[config.mk]
export PLATFORM = sky130hd
export DESIGN_NAME = csel_fracdiv
export DESIGN_NICKNAME = d
export VERILOG_FILES = /design/src/rtl/csel_pkg.sv /design/src/rtl/csel_src_mux.sv /design/src/rtl/csel_cfg_regs.sv /design/src/rtl/csel_frac_step.sv /design/src/rtl/csel_div_fsm.sv /design/src/rtl/csel_fracdiv.sv
export SDC_FILE = /design/constraint.sdc
export NUM_CORES = 1
export LEC_CHECK = 0
export ABC_AREA = 1
export BUFFER_PORTS_ARGS = -buffer_cell sky130_fd_sc_hd__clkbuf_2
export CAP_MARGIN = 20
export CELL_PAD_IN_SITES_DETAIL_PLACEMENT = 1
export CELL_PAD_IN_SITES_GLOBAL_PLACEMENT = 1
export CORE_MARGIN = 10
export CORE_UTILIZATION = 44
export CTS_BUF_LIST = sky130_fd_sc_hd__clkbuf_2
export DETAILED_ROUTE_END_ITERATION = 6
export GPL_TIMING_DRIVEN = 0
export HOLD_SLACK_MARGIN = 0.06
export PLACE_DENSITY = 0.95
export SLEW_MARGIN = 30
export SYNTH_ARGS = -nofsm -noshare
export SYNTH_HDL_FRONTEND = slang
export SYNTH_SLANG_ARGS = --single-unit
export TNS_END_PERCENT = 30
[constraint.sdc]
create_clock -name clk -period 4.8 [get_ports clk]
set_input_delay 0 -clock clk [delete_from_list [all_inputs] [get_ports clk]]
set_output_delay 0 -clock clk [all_outputs]
set_load 0.02 [all_outputs]
[src/rtl/csel_pkg.sv]
package csel_pkg;

    typedef enum logic [1:0] {
        ST_OFF   = 2'd0,
        ST_COUNT = 2'd1,
        ST_HOLD  = 2'd2
    } div_state_e;

    localparam int SRC_W      = 4;
    localparam int FIRST_INST = 4;
    localparam int NUM_INST   = 6;
    localparam int NUM_SRC    = FIRST_INST + NUM_INST;

    // True when a source code maps to a lane that can carry strobes.
    function automatic logic src_live(input logic [SRC_W-1:0] code,
                                      input logic [NUM_INST-1:0] mask);
        logic ok;
        ok = 1'b0;
        if (code >= 4'd1 && code <= 4'd3) begin
            ok = 1'b1;
        end else begin
            for (int k = 0; k < NUM_INST; k++) begin
                if (int'(code) == FIRST_INST + k) ok = mask[k];
            end
        end
        return ok;
    endfunction

endpackage

[src/rtl/csel_src_mux.sv]
module csel_src_mux
    import csel_pkg::*;
#(
    parameter logic [NUM_INST-1:0] POP_MASK = 6'b001111
) (
    input  logic [SRC_W-1:0]    sel,
    input  logic                osc_stb,
    input  logic [1:0]          dbg_stb,
    input  logic [NUM_INST-1:0] inst_stb,
    output logic                sel_stb
);
    localparam int LANES = 1 << SRC_W;
    localparam int SPARE = LANES - NUM_SRC;

    logic [NUM_INST-1:0] inst_gated;
    logic [LANES-1:0]    lanes;

    // Unpopulated lanes are tied to ground at elaboration.
    for (genvar gi = 0; gi < NUM_INST; gi++) begin : g_lane
        if (POP_MASK[gi]) begin : g_pop
            assign inst_gated[gi] = inst_stb[gi];
        end else begin : g_tie
            assign inst_gated[gi] = 1'b0;
        end
    end

    assign lanes   = {{SPARE{1'b0}}, inst_gated, dbg_stb, osc_stb, 1'b0};
    assign sel_stb = lanes[sel];

endmodule

[src/rtl/csel_cfg_regs.sv]
module csel_cfg_regs
    import csel_pkg::*;
#(
    parameter int INT_W  = 4,
    parameter int FRAC_W = 4,
    parameter int DATA_W = 16
) (
    input  logic              clk,
    input  logic              rst_n,
    input  logic              cfg_we,
    input  logic              cfg_sel,
    input  logic [DATA_W-1:0] cfg_wdata,
    output logic [SRC_W-1:0]  sh_src,
    output logic              sh_en,
    output logic [INT_W-1:0]  sh_int,
    output logic [FRAC_W-1:0] sh_frac
);
    localparam int EN_BIT = SRC_W;

    always_ff @(posedge clk) begin
        if (!rst_n) begin
            sh_src  <= '0;
            sh_en   <= 1'b0;
            sh_int  <= '0;
            sh_frac <= '0;
        end else if (cfg_we) begin
            if (!cfg_sel) begin
                sh_src <= cfg_wdata[SRC_W-1:0];
                sh_en  <= cfg_wdata[EN_BIT];
            end else begin
                sh_frac <= cfg_wdata[FRAC_W-1:0];
                sh_int  <= cfg_wdata[FRAC_W +: INT_W];
            end
        end
    end

endmodule

[src/rtl/csel_frac_step.sv]
module csel_frac_step #(
    parameter int INT_W  = 4,
    parameter int FRAC_W = 4
) (
    input  logic [FRAC_W-1:0] acc,
    input  logic [FRAC_W-1:0] frac,
    input  logic [INT_W-1:0]  int_part,
    output logic [FRAC_W-1:0] acc_nxt,
    output logic [INT_W:0]    len_nxt
);
    logic [FRAC_W:0] sum;

    always_comb begin
        sum     = {1'b0, acc} + {1'b0, frac};
        acc_nxt = sum[FRAC_W-1:0];
        len_nxt = {1'b0, int_part} + {{INT_W{1'b0}}, sum[FRAC_W]};
    end

endmodule

[src/rtl/csel_div_fsm.sv]
module csel_div_fsm
    import csel_pkg::*;
#(
    parameter int                  INT_W    = 4,
    parameter int                  FRAC_W   = 4,
    parameter logic [NUM_INST-1:0] POP_MASK = 6'b001111
) (
    input  logic              clk,
    input  logic              rst_n,
    input  logic [SRC_W-1:0]  sh_src,
    input  logic              sh_en,
    input  logic [INT_W-1:0]  sh_int,
    input  logic [FRAC_W-1:0] sh_frac,
    input  logic              sel_stb,
    input  logic [FRAC_W-1:0] acc_nxt,
    input  logic [INT_W:0]    len_nxt,
    output logic [SRC_W-1:0]  act_src,
    output logic [INT_W-1:0]  act_int,
    output logic [FRAC_W-1:0] act_frac,
    output logic [FRAC_W-1:0] acc,
    output logic [INT_W:0]    cnt,
    output logic [INT_W:0]    len,
    output div_state_e        state,
    output logic              div_en_out
);
    div_state_e state_nxt;
    logic       live_sh;
    logic       boundary;

    assign live_sh  = src_live(sh_src, POP_MASK) && (sh_int != '0);
    assign boundary = sel_stb && (cnt == len - 1'b1);

    // Next-state logic.
    always_comb begin
        state_nxt = state;
        unique case (state)
            ST_OFF: begin
                if (sh_en) state_nxt = live_sh ? ST_COUNT : ST_HOLD;
            end
            ST_COUNT: begin
                if (!sh_en)                    state_nxt = ST_OFF;
                else if (boundary && !live_sh) state_nxt = ST_HOLD;
            end
            ST_HOLD: begin
                if (!sh_en)       state_nxt = ST_OFF;
                else if (live_sh) state_nxt = ST_COUNT;
            end
            default: state_nxt = ST_OFF;
        endcase
    end

    // State register.
    always_ff @(posedge clk) begin
        if (!rst_n) state <= ST_OFF;
        else        state <= state_nxt;
    end

    // Counter, accumulator and active settings.
    always_ff @(posedge clk) begin
        if (!rst_n) begin
            act_src  <= '0;
            act_int  <= '0;
            act_frac <= '0;
            acc      <= '0;
            cnt      <= '0;
            len      <= '0;
        end else begin
            case (state)
                ST_COUNT: begin
                    if (!sh_en) begin
                        cnt <= '0;
                        acc <= '0;
                    end else if (boundary) begin
                        act_src  <= sh_src;
                        act_int  <= sh_int;
                        act_frac <= sh_frac;
                        cnt      <= '0;
                        acc      <= acc_nxt;
                        len      <= len_nxt;
                    end else if (sel_stb) begin
                        cnt <= cnt + 1'b1;
                    end
                end
                default: begin
                    act_src  <= sh_src;
                    act_int  <= sh_int;
                    act_frac <= sh_frac;
                    cnt      <= '0;
                    acc      <= '0;
                    len      <= {1'b0, sh_int};
                end
            endcase
        end
    end

    // Output register.
    always_ff @(posedge clk) begin
        if (!rst_n) div_en_out <= 1'b0;
        else        div_en_out <= (state == ST_COUNT) && sh_en && boundary;
    end

endmodule

[src/rtl/csel_fracdiv.sv]
module csel_fracdiv
    import csel_pkg::*;
#(
    parameter int                  INT_W    = 4,
    parameter int                  FRAC_W   = 4,
    parameter int                  DATA_W   = 16,
    parameter logic [NUM_INST-1:0] POP_MASK = 6'b001111
) (
    input  logic                clk,
    input  logic                rst_n,
    input  logic                cfg_we,
    input  logic                cfg_sel,
    input  logic [DATA_W-1:0]   cfg_wdata,
    input  logic                osc_stb,
    input  logic [1:0]          dbg_stb,
    input  logic [NUM_INST-1:0] inst_stb,
    output logic                div_en_out
);
    localparam int LEN_W = INT_W + 1;

    logic [SRC_W-1:0]  sh_src;
    logic              sh_en;
    logic [INT_W-1:0]  sh_int;
    logic [FRAC_W-1:0] sh_frac;
    logic [SRC_W-1:0]  act_src;
    logic [INT_W-1:0]  act_int;
    logic [FRAC_W-1:0] act_frac;
    logic [FRAC_W-1:0] acc;
    logic [FRAC_W-1:0] acc_nxt;
    logic [LEN_W-1:0]  cnt;
    logic [LEN_W-1:0]  len;
    logic [LEN_W-1:0]  len_nxt;
    logic              sel_stb;
    div_state_e        fsm_state;

    csel_cfg_regs #(.INT_W(INT_W), .FRAC_W(FRAC_W), .DATA_W(DATA_W)) u_regs (
        .clk       (clk),
        .rst_n     (rst_n),
        .cfg_we    (cfg_we),
        .cfg_sel   (cfg_sel),
        .cfg_wdata (cfg_wdata),
        .sh_src    (sh_src),
        .sh_en     (sh_en),
        .sh_int    (sh_int),
        .sh_frac   (sh_frac)
    );

    csel_src_mux #(.POP_MASK(POP_MASK)) u_mux (
        .sel      (act_src),
        .osc_stb  (osc_stb),
        .dbg_stb  (dbg_stb),
        .inst_stb (inst_stb),
        .sel_stb  (sel_stb)
    );

    csel_frac_step #(.INT_W(INT_W), .FRAC_W(FRAC_W)) u_step (
        .acc      (acc),
        .frac     (sh_frac),
        .int_part (sh_int),
        .acc_nxt  (acc_nxt),
        .len_nxt  (len_nxt)
    );

    csel_div_fsm #(.INT_W(INT_W), .FRAC_W(FRAC_W), .POP_MASK(POP_MASK)) u_fsm (
        .clk        (clk),
        .rst_n      (rst_n),
        .sh_src     (sh_src),
        .sh_en      (sh_en),
        .sh_int     (sh_int),
        .sh_frac    (sh_frac),
        .sel_stb    (sel_stb),
        .acc_nxt    (acc_nxt),
        .len_nxt    (len_nxt),
        .act_src    (act_src),
        .act_int    (act_int),
        .act_frac   (act_frac),
        .acc        (acc),
        .cnt        (cnt),
        .len        (len),
        .state      (fsm_state),
        .div_en_out (div_en_out)
    );

endmodule

# Word-level counts from Yosys, hierarchy flattened
# Cells that the tools add are included.
# op_classes
reduce_logical,17
n_mul,0
n_mux,22
shifts,0
n_div,0
order_cmp,3
n_bitwise,4
eq_ne,14
n_addsub,4
# op_table
operator,count
$eq A4 B4 Y1 const B,6
$mux W4,6
$mux W2,6
$reduce_and A2 Y1,5
$mux W1,8
$logic_and A1 B1 Y1,6
$ne A3 B2 Y1 const B,2
$pmux W2 S3,1
$reduce_and A3 Y1,2
$add A4 B1 Y5,1
$add A4 B4 Y5,1
$add A5 B1 Y5 const B,1
$eq A5 B5 Y1,1
$lt A4 B5 Y1 const B,1
$sub A5 B1 Y5 const B,1
$bmux W1 S4,1
$ge A4 B1 Y1 const B,1
$le A4 B2 Y1 const B,1
$ne A2 B2 Y1 const B,2
$not A1 Y1,4
$reduce_bool A4 Y1,1
$reduce_or A4 Y1,1
$eq A2 B1 Y1 const B,1
$eq A2 B2 Y1 const B,1
3 further kinds,3
# word_totals
rom_bits,0
memories,0
wordCells,75
output_inout_bits,1
latch_bits,0
ramBits,0
regBits,34

# Depth between registers and ports, before layout
# Gate-level depths: netlist of run 1.
# depth
ltp_word,14
ltp_mapped,15
depth_no_buf,15

# By module
# A second synthesis of run 1 with hierarchy kept.
# hier_totals
cells_unflattened,330
hier_area_um2,2249.7
# modules_own_cells
module,seq_area_each_um2,instances,area_per_inst_um2,cells_per_inst
csel_div_fsm,580.6,1,1412.6,201
csel_cfg_regs,260.2,1,515.5,69
csel_frac_step,0.0,1,216.5,33
csel_src_mux,0.0,1,105.1,27

# Worst setup path before layout of run 1
# Ideal clock, no wire load.
# synth_path
kind,reg-to-reg
startpoint,reg u_regs.sh_frac[0]
endpoint,reg u_fsm.len[2]
setup_time_ns,0.113
required_time_ns,4.687
arrival_ns,1.823
slack_ns,2.864
stages_incl_launch_ff,12
path_cell_list,dfxtp_1 -> ha_1 -> fa_1 -> a21oi_1 -> o21bai_1 -> ha_1 -> ha_1 -> nand2_1 -> xor2_1 -> nand2_1 -> nand2_1 -> nor2_1
# synth_via
elab_chain_cells,5
# synth_lines
item,line,text
start: declaration,csel_cfg_regs.sv:16,output logic [FRAC_W-1:0] sh_frac
start signal: assignment,csel_cfg_regs.sv:31,sh_frac <= cfg_wdata[FRAC_W-1:0];
$add A4 B4 Y5,csel_frac_step.sv:14,"sum = {1'b0, acc} + {1'b0, frac};"
$add A4 B1 Y5,csel_frac_step.sv:16,"len_nxt = {1'b0, int_part} + {{INT_W{1'b0}}, sum[FRAC_W]};"
$mux W4,csel_div_fsm.sv:73,end else if (boundary) begin
$mux W4,csel_div_fsm.sv:70,if (!sh_en) begin
$mux W4,csel_div_fsm.sv:68,case (state)
end signal: assignment,csel_div_fsm.sv:79,len <= len_nxt;
end signal: assignment,csel_div_fsm.sv:90,"len <= {1'b0, sh_int};"
end: declaration,csel_div_fsm.sv:22,"output logic [INT_W:0] len,"
# Every way passes these cells. The select of a mux whose other input is x is not followed.
# A chain may end at the register's enable or synchronous reset.

# Worst setup path after layout of run 1
# layout_path
startpoint,reg u_regs.sh_frac[0]
endpoint,reg u_fsm.len[1]
# The elaborated chain is that of the path after synthesis.

==> results by group, run 1 <==
Critical path
  – Critical Path Fanout Max: 2
  – Crit end category: register
  – Worst r2r path cells: 10
  – CP Depth: 10
  – Reg-to-Reg End: u_fsm.len[1]
  – Crit path max-delay family: adder cells
  – Critical path cell sequence: ha_1 -> fa_1 -> a21oi_1 -> o21bai_1 -> ha_1 -> ha_1 -> nand2_1 -> o21ai_0 -> nor2_1 -> nor2_1
  – Critical Setup Path Class: reg2reg
  – Reg2Reg Launch Point: u_regs.sh_frac[0]
  – CP max stage delay: between 0.4 and 0.5 ns
  – Worst EP required: just over 5 ns
  – R2R Setup Slk: 2.43 ns
  – Most frequent CP cell: ha_1
  – Crit start category: register
  – Launch point of the worst path: u_regs.sh_frac[0]
  – CP arrival: 2.70 ns
  – Sum of buffers and inverters on the critical path: 0
  – Critical Path End: u_fsm.len[1]
  – Slowest stage cell on the critical path: fa_1

Timing
  – Max frequency: 422 MHz
  – Final clock skew: between 0.01 and 0.015 ns
  – Setup TNS Final: 0 ns
  – Setup-failing EPs final: 0
  – Minimum clock period: 2.37 ns
  – Number of hold violations in the final report: 0
  – Period utilization: 49.3%
  – Slew Viols, Final: 0
  – Worst slew pin tran: 0.483 ns
  – RSZ-0062 raised after global routing: no
  – Max-slew headroom: roughly 68%

Clock network
  – Clock transition at path regs: around 0.2 ns
  – Clock Tree Root: clkbuf_2
  – CTS H-tree lvls: 2
  – Setup bufs post-CTS: 0
  – TritonCTS Buffers: 5
  – Max Root-Sink Buffers: 2
  – CTS tree: yes
  – Worst-skew pair later-pin latency: just over 0.4 ns
  – Clock Sinks: 34
  – PostCTS Resize Cnt: 0

Drt
  – DR WL met2: roughly 3200 um
  – Top sig layer: met4
  – DR vias/cell: about 5.3
  – Metal-1 WL: approximately 2500 um
  – ANT nets after route: 0
  – Met3 Wirelength: 211 um
  – Detailed-route via count: between 1,500 and 2,000
  – Per-cell routed wire length: 16.4 um
  – Drt pass-1 iters: 7
  – DRC: 0
  – Post-Route WL: ~6000 um
  – Initial DRC count: approximately 100

Power and ir drop
  – Worst VDD drop: about 0.20 mV
  – Static Leakage: around 1.1 nW
  – PwrDens: slightly above 300 nW/um^2
  – Pwr Total: approximately 0.70 mW

Finish
  – Antenna cells: 0
  – Share of cells above drive strength 1: between 10% and 20%
  – Final nets: around 360
  – Commonest non-fill, non-tap cell in the layout: nand2_1
  – Commonest non-fill, non-tap cells in the layout: 67 x nand2_1, 48 x nor2_1, 35 x inv_1
  – Final instance area: 2280 um^2
  – Layout area overhead: 21.3%

Floorplan
  – Initial core utilization: 46.4%
  – Die ar.: approximately 7300 um^2
  – Die X: 85.4 um
  – Die height: 85.4 um
  – Core Area: ~4000 um^2
  – I/O Pins: 30
  – FP Rows: 23

Logic synthesis
  – Post-Synth Simple-Gate Area: approximately 34%
  – Register area share after synthesis: a little over a third
  – YS warnings: 0
  – Synth Area in XOR/XNOR: 2.33%
  – Mux share of post-synthesis cell area: 0%
  – Count of cell types in the netlist: 28
  – Largest family of logic cells by synthesized area: simple AND/OR/NAND/NOR gates
  – Compound-gate portion of the synthesized area: a little under an eighth
  – Synth Cell Area: between 1500 and 2000 um^2
  – Synth Area per Inst: about 6.7 um^2
  – Cells after synthesis: 279
  – Syn nets: between 300 and 400
  – Synthesized flop and latch total: 34
  – Adder-cell share of the synthesized area: under 10%

Place
  – Placed inst area: around 2000 um^2
  – Placer congestion estimate: 0.797
  – PortBufs: 19
  – HPWL Detailed: ~3800 um

Global route
  – Vias in the first global route: 2,186
  – Grt ovf: 0
  – First-pass GRT wire length: roughly 10,000 um
  – Initial antenna violation count: 0
  – Global Route Usage Sum: 17.4%
  – Pin count of the biggest net entering global routing: 13

Job
  – Max-cap viol count: 0

Worst hold path
  – Worst min-delay path category: in2reg

Status
  – Status: complete, no violations
-- cell usage after synthesis, drive strengths merged --
| library cell | n | area (um^2) |
|---|---|---|
| nand3 | 16 | 97.6 |
| dfxtp | 34 | 681 |
| o22ai | 2 | 12.5 |
| o21ai | 25 | 125 |
| inv | 43 | 161 |
| nor2 | 52 | 234 |
| nor3 | 1 | 5.00 |
| fa | 1 | 20.0 |
| clkbuf | 2 | 7.51 |
| xor2 | 4 | 35.0 |
| a31oi | 1 | 6.26 |
| buf | 2 | 16.3 |
| nor3b | 1 | 7.51 |
| a21oi | 14 | 70.1 |
| ha | 8 | 100 |
| o21bai | 1 | 7.51 |
| nand2 | 70 | 280 |
| xnor2 | 1 | 8.76 |
| nand4 | 1 | 6.26 |
-- through the flow --
step                setup slack, ns  hold slack [ns]  util (%)  instances
floorplan                      2.86            0.135         -        279
global placement               2.71            0.243      50.3        348
detailed placement             2.60            0.264      50.3        348
CTS                            2.55           0.0612      56.3        371
finish                         2.43            0.119      56.3        371
global route                   2.29            0.160      56.3        371
-- layer usage --
metal	vias up	GRT usage, %
li1	952	-
met1	939	17.6
met2	43	31.9
met3	26	5.07
met4	0	8.08
met5	-	0
-- state kept, by name, summed over array words and instances (netlist names) --
register / flops
u_regs.sh_src: 4
u_regs.sh_en: 1
u_fsm.act_src: 4
u_fsm.state: 2
u_fsm.acc: 4
u_regs.sh_int: 4
u_fsm.cnt: 5
u_fsm.div_en_out: 1
u_fsm.len: 5
u_regs.sh_frac: 4
-- where the power goes --
part,internal (mW),switching [mW],leakage [nW]
sequential,0.298,0.0181,0.278
clock,0.141,0.113,0.0532
combinational,0.0505,0.0787,0.733
-- worst min-delay path by stage --
stage,start,cells after the start,end
2_1_floorplan,cfg_wdata[0],2,u_regs.sh_src[0]
3_3_place_gp,cfg_wdata[3],3,u_regs.sh_src[3]
3_5_place_dp,cfg_wdata[0],3,u_regs.sh_src[0]
4_1_cts,cfg_we,5,u_regs.sh_src[2]
5_1_grt,cfg_we,5,u_regs.sh_src[2]
6_report,cfg_we,5,u_regs.sh_src[2]
-- cell type report --
class / instances / area [um^2]
Timing Repair Buffer: 34 / 245
Multi-Input combinational cell: 198 / 1020
Clock inverter: 3 / 68.8
Fill cell: 533 / 1770
Tap cell: 50 / 62.6
Sequential cell: 34 / 681
Clock buffer: 5 / 25.0
Buffer: 4 / 23.8
Inverter: 43 / 161
-- what timing repair did --
action / in CTS / in global routing
hold endpoints to repair: 22 / 0
hold buffers: 15 / 0
endpoints found under the setup margin: 0 / 0
-- tightest hold or removal path, cell delays in order --
cell and delay (ns):
clkbuf_2 0.10, inv_1 0.05, nor2_1 0.07, inv_1 0.18
a21oi_1 0.10
-- cell families after synthesis --
| group | after synthesis |
|---|---|
| simple gates | 141 |
| buf+inv | 47 |
| compound gates | 43 |
| flops | 34 |
| fa+ha+maj | 9 |
| xor+xnor | 5 |
(Power assumes the default switching activity.)
==> run 2: changes to the inputs <==
Settings changed: CORE_UTILIZATION 44 to 37, PLACE_DENSITY 0.95 to 0.87.
Clock period 4.8 ns to 1.9 ns, I/O delays scaled along.
==> results by group, run 2 (synthesis results as in run 1) <==
Status
  – Status: complete, no violations

Critical path
  – Critical path cell sequence: ha_4 -> fa_2 -> a21oi_2 -> o21bai_1 -> ha_2 -> ha_4 -> nand2_2 -> xor2_1 -> nand2_1 -> nand2_1 -> nor2_1
  – Critical Path Fanout Max: 2
  – CP max stage delay: ~0.37 ns
  – Reg2Reg Launch Point: u_fsm.acc[0]
  – Crit end category: register
  – Slowest stage cell on the critical path: dfxtp_2
  – Sum of buffers and inverters on the critical path: 0
  – Critical Setup Path Class: reg2reg
  – Worst EP required: about 2.3 ns
  – Launch point of the worst path: u_fsm.acc[0]
  – Crit start category: register
  – Crit path max-delay family: adder cells
  – CP arrival: 2.22 ns

Clock network
  – Max Root-Sink Buffers: 2
  – Worst-skew pair later-pin latency: a little over 0.4 ns
  – CTS H-tree lvls: 2
  – Clock transition at path regs: 0.21 ns
  – CTS tree: yes
  – Clock Sinks: 34
  – TritonCTS Buffers: 5
  – Clock Tree Root: clkbuf_2

Timing
  – Minimum clock period: between 1.5 and 2 ns
  – Setup-failing EPs final: 0
  – RSZ-0062 raised after global routing: yes
  – Max-slew headroom: between 70% and 80%
  – Final clock skew: approximately 0.032 ns
  – Period utilization: between 90% and 100%
  – Worst slew pin tran: around 0.39 ns
  – Setup TNS Final: 0 ns
  – Max frequency: roughly 530 MHz
  – Slew Viols, Final: 0
  – Number of hold violations in the final report: 0

Finish
  – Commonest non-fill, non-tap cell in the layout: nand2_1
  – Layout area overhead: 28.1%
  – Filler cells: about 650
  – Antenna cells: 0
  – Largest regs: u_fsm.cnt (5), u_fsm.len (5)
  – Commonest non-fill, non-tap cells in the layout: 63 x nand2_1, 47 x nor2_1, 34 x inv_1
  – Share of cells above drive strength 1: approximately a fifth
  – Final nets: between 300 and 400

Floorplan
  – Die ar.: 8340 um^2
  – Die X: roughly 91 um
  – FP Rows: 25
  – I/O Pins: 30
  – Core Area: a little under 5000 um^2
  – Initial core utilization: about two fifths
  – Die height: around 91 um

Job
  – Max-cap viol count: 0

Place
  – HPWL Detailed: ~3700 um
  – PortBufs: 19
  – Placer congestion estimate: around 0.79

Power and ir drop
  – Pwr Total: 1.61 mW
  – PwrDens: around 670 nW/um^2
  – Worst VDD drop: just over 0.6 mV
  – Static Leakage: 1.09 nW

Drt
  – Top sig layer: met4
  – ANT nets after route: 0
  – DRC: 0
  – Detailed-route via count: just under 2,000
  – Per-cell routed wire length: approximately 14 um
  – Metal-1 WL: 2200 um
  – DR vias/cell: approximately 5
  – DR WL met2: slightly above 3000 um
  – Met3 Wirelength: approximately 200 um
  – Post-Route WL: ~5600 um
  – Initial DRC count: 70
  – Drt pass-1 iters: 4

Worst hold path
  – Min-Delay Startpoint: dbg_stb[0]
  – Worst min-delay path category: in2reg

Global route
  – Pin count of the biggest net entering global routing: 12
  – Grt ovf: 0
  – Initial antenna violation count: 0
  – Vias in the first global route: around 2,100
  – Global Route Usage Sum: 13.7%
  – First-pass GRT wire length: ~9400 um
[run 2: cell types whose count changed in the layout (fill, tap and decap cells not counted), moves of 4 or more]
cell	previous run	this run
ha_1	8	3
buf_4	0	4
dfxtp_1	34	30
nand2_1	67	63
nand2_2	1	5
[run 2: cell type report]
cell class | count | area, um^2 | area share [%]
Buffer | 4 | 23.8 | 0.987
Clock buffer | 5 | 25.0 | 1.04
Clock inverter | 3 | 40.0 | 1.66
Inverter | 43 | 161 | 6.70
Multi-Input combinational cell | 198 | 1080 | 44.9
Sequential cell | 34 | 688 | 28.6
Tap cell | 67 | 83.8 | 3.48
Timing Repair Buffer | 41 | 305 | 12.7
[run 2: metrics by stage]
step / cells / util (%) / area [um^2] / setup WS, ns / hold WS (ns)
CTS: 392 / 48.9 / 2360 / -0.00145 / 0.156
global route: 395 / 50.0 / 2410 / -0.0440 / 0.197
global placement: 365 / 42.8 / 2060 / -0.113 / 0.256
detailed placement: 365 / 42.8 / 2060 / -0.119 / 0.262
floorplan: 279 / - / 1880 / 0.0139 / 0.135
finish: 395 / 50.0 / 2410 / 0.0289 / 0.156
[run 2: metal layers]
| layer | track usage (%) | vias up |
|---|---|---|
| li1 | - | 964 |
| met1 | 13.6 | 917 |
| met2 | 26.6 | 37 |
| met3 | 3.29 | 8 |
| met4 | 4.96 | 0 |
| met5 | 0 | - |
[run 2: what timing repair did]
item / in CTS / in global routing
resized for setup: 12 / 10
endpoints found under the hold margin: 25 / 0
setup buffers: 1 / 3
pin swaps: 7 / 5
hold buffers: 18 / 0
endpoints found under the setup margin: 3 / 14
gates cloned: 0 / 0
[run 2: worst paths after layout]
check                               endpoint  slack, ns  cells after the start
worst max-delay path            u_fsm.len[2]       0.03                     11
worst min-delay path            u_fsm.cnt[0]       0.16                      9
worst max register to register  u_fsm.len[2]       0.03                     11
worst min register to register  u_fsm.acc[0]       0.49                      2
[run 2: power breakdown]
part | leakage, nW | switching, mW | internal, mW
Clock | 0.0427 | 0.265 | 0.218
Sequential | 0.280 | 0.0438 | 0.752
Combinational | 0.766 | 0.191 | 0.143
Total | 1.09 | 0.500 | 1.11
[run 2: tightest hold or removal path, stage by stage]
cell and delay [ns]:
clkbuf_2 0.08, inv_1 0.05, nand2_1 0.05, nand3_1 0.07
nand2_2 0.07, nand2_4 0.08, nor2_8 0.06, nand2_1 0.06
a21oi_1 0.05
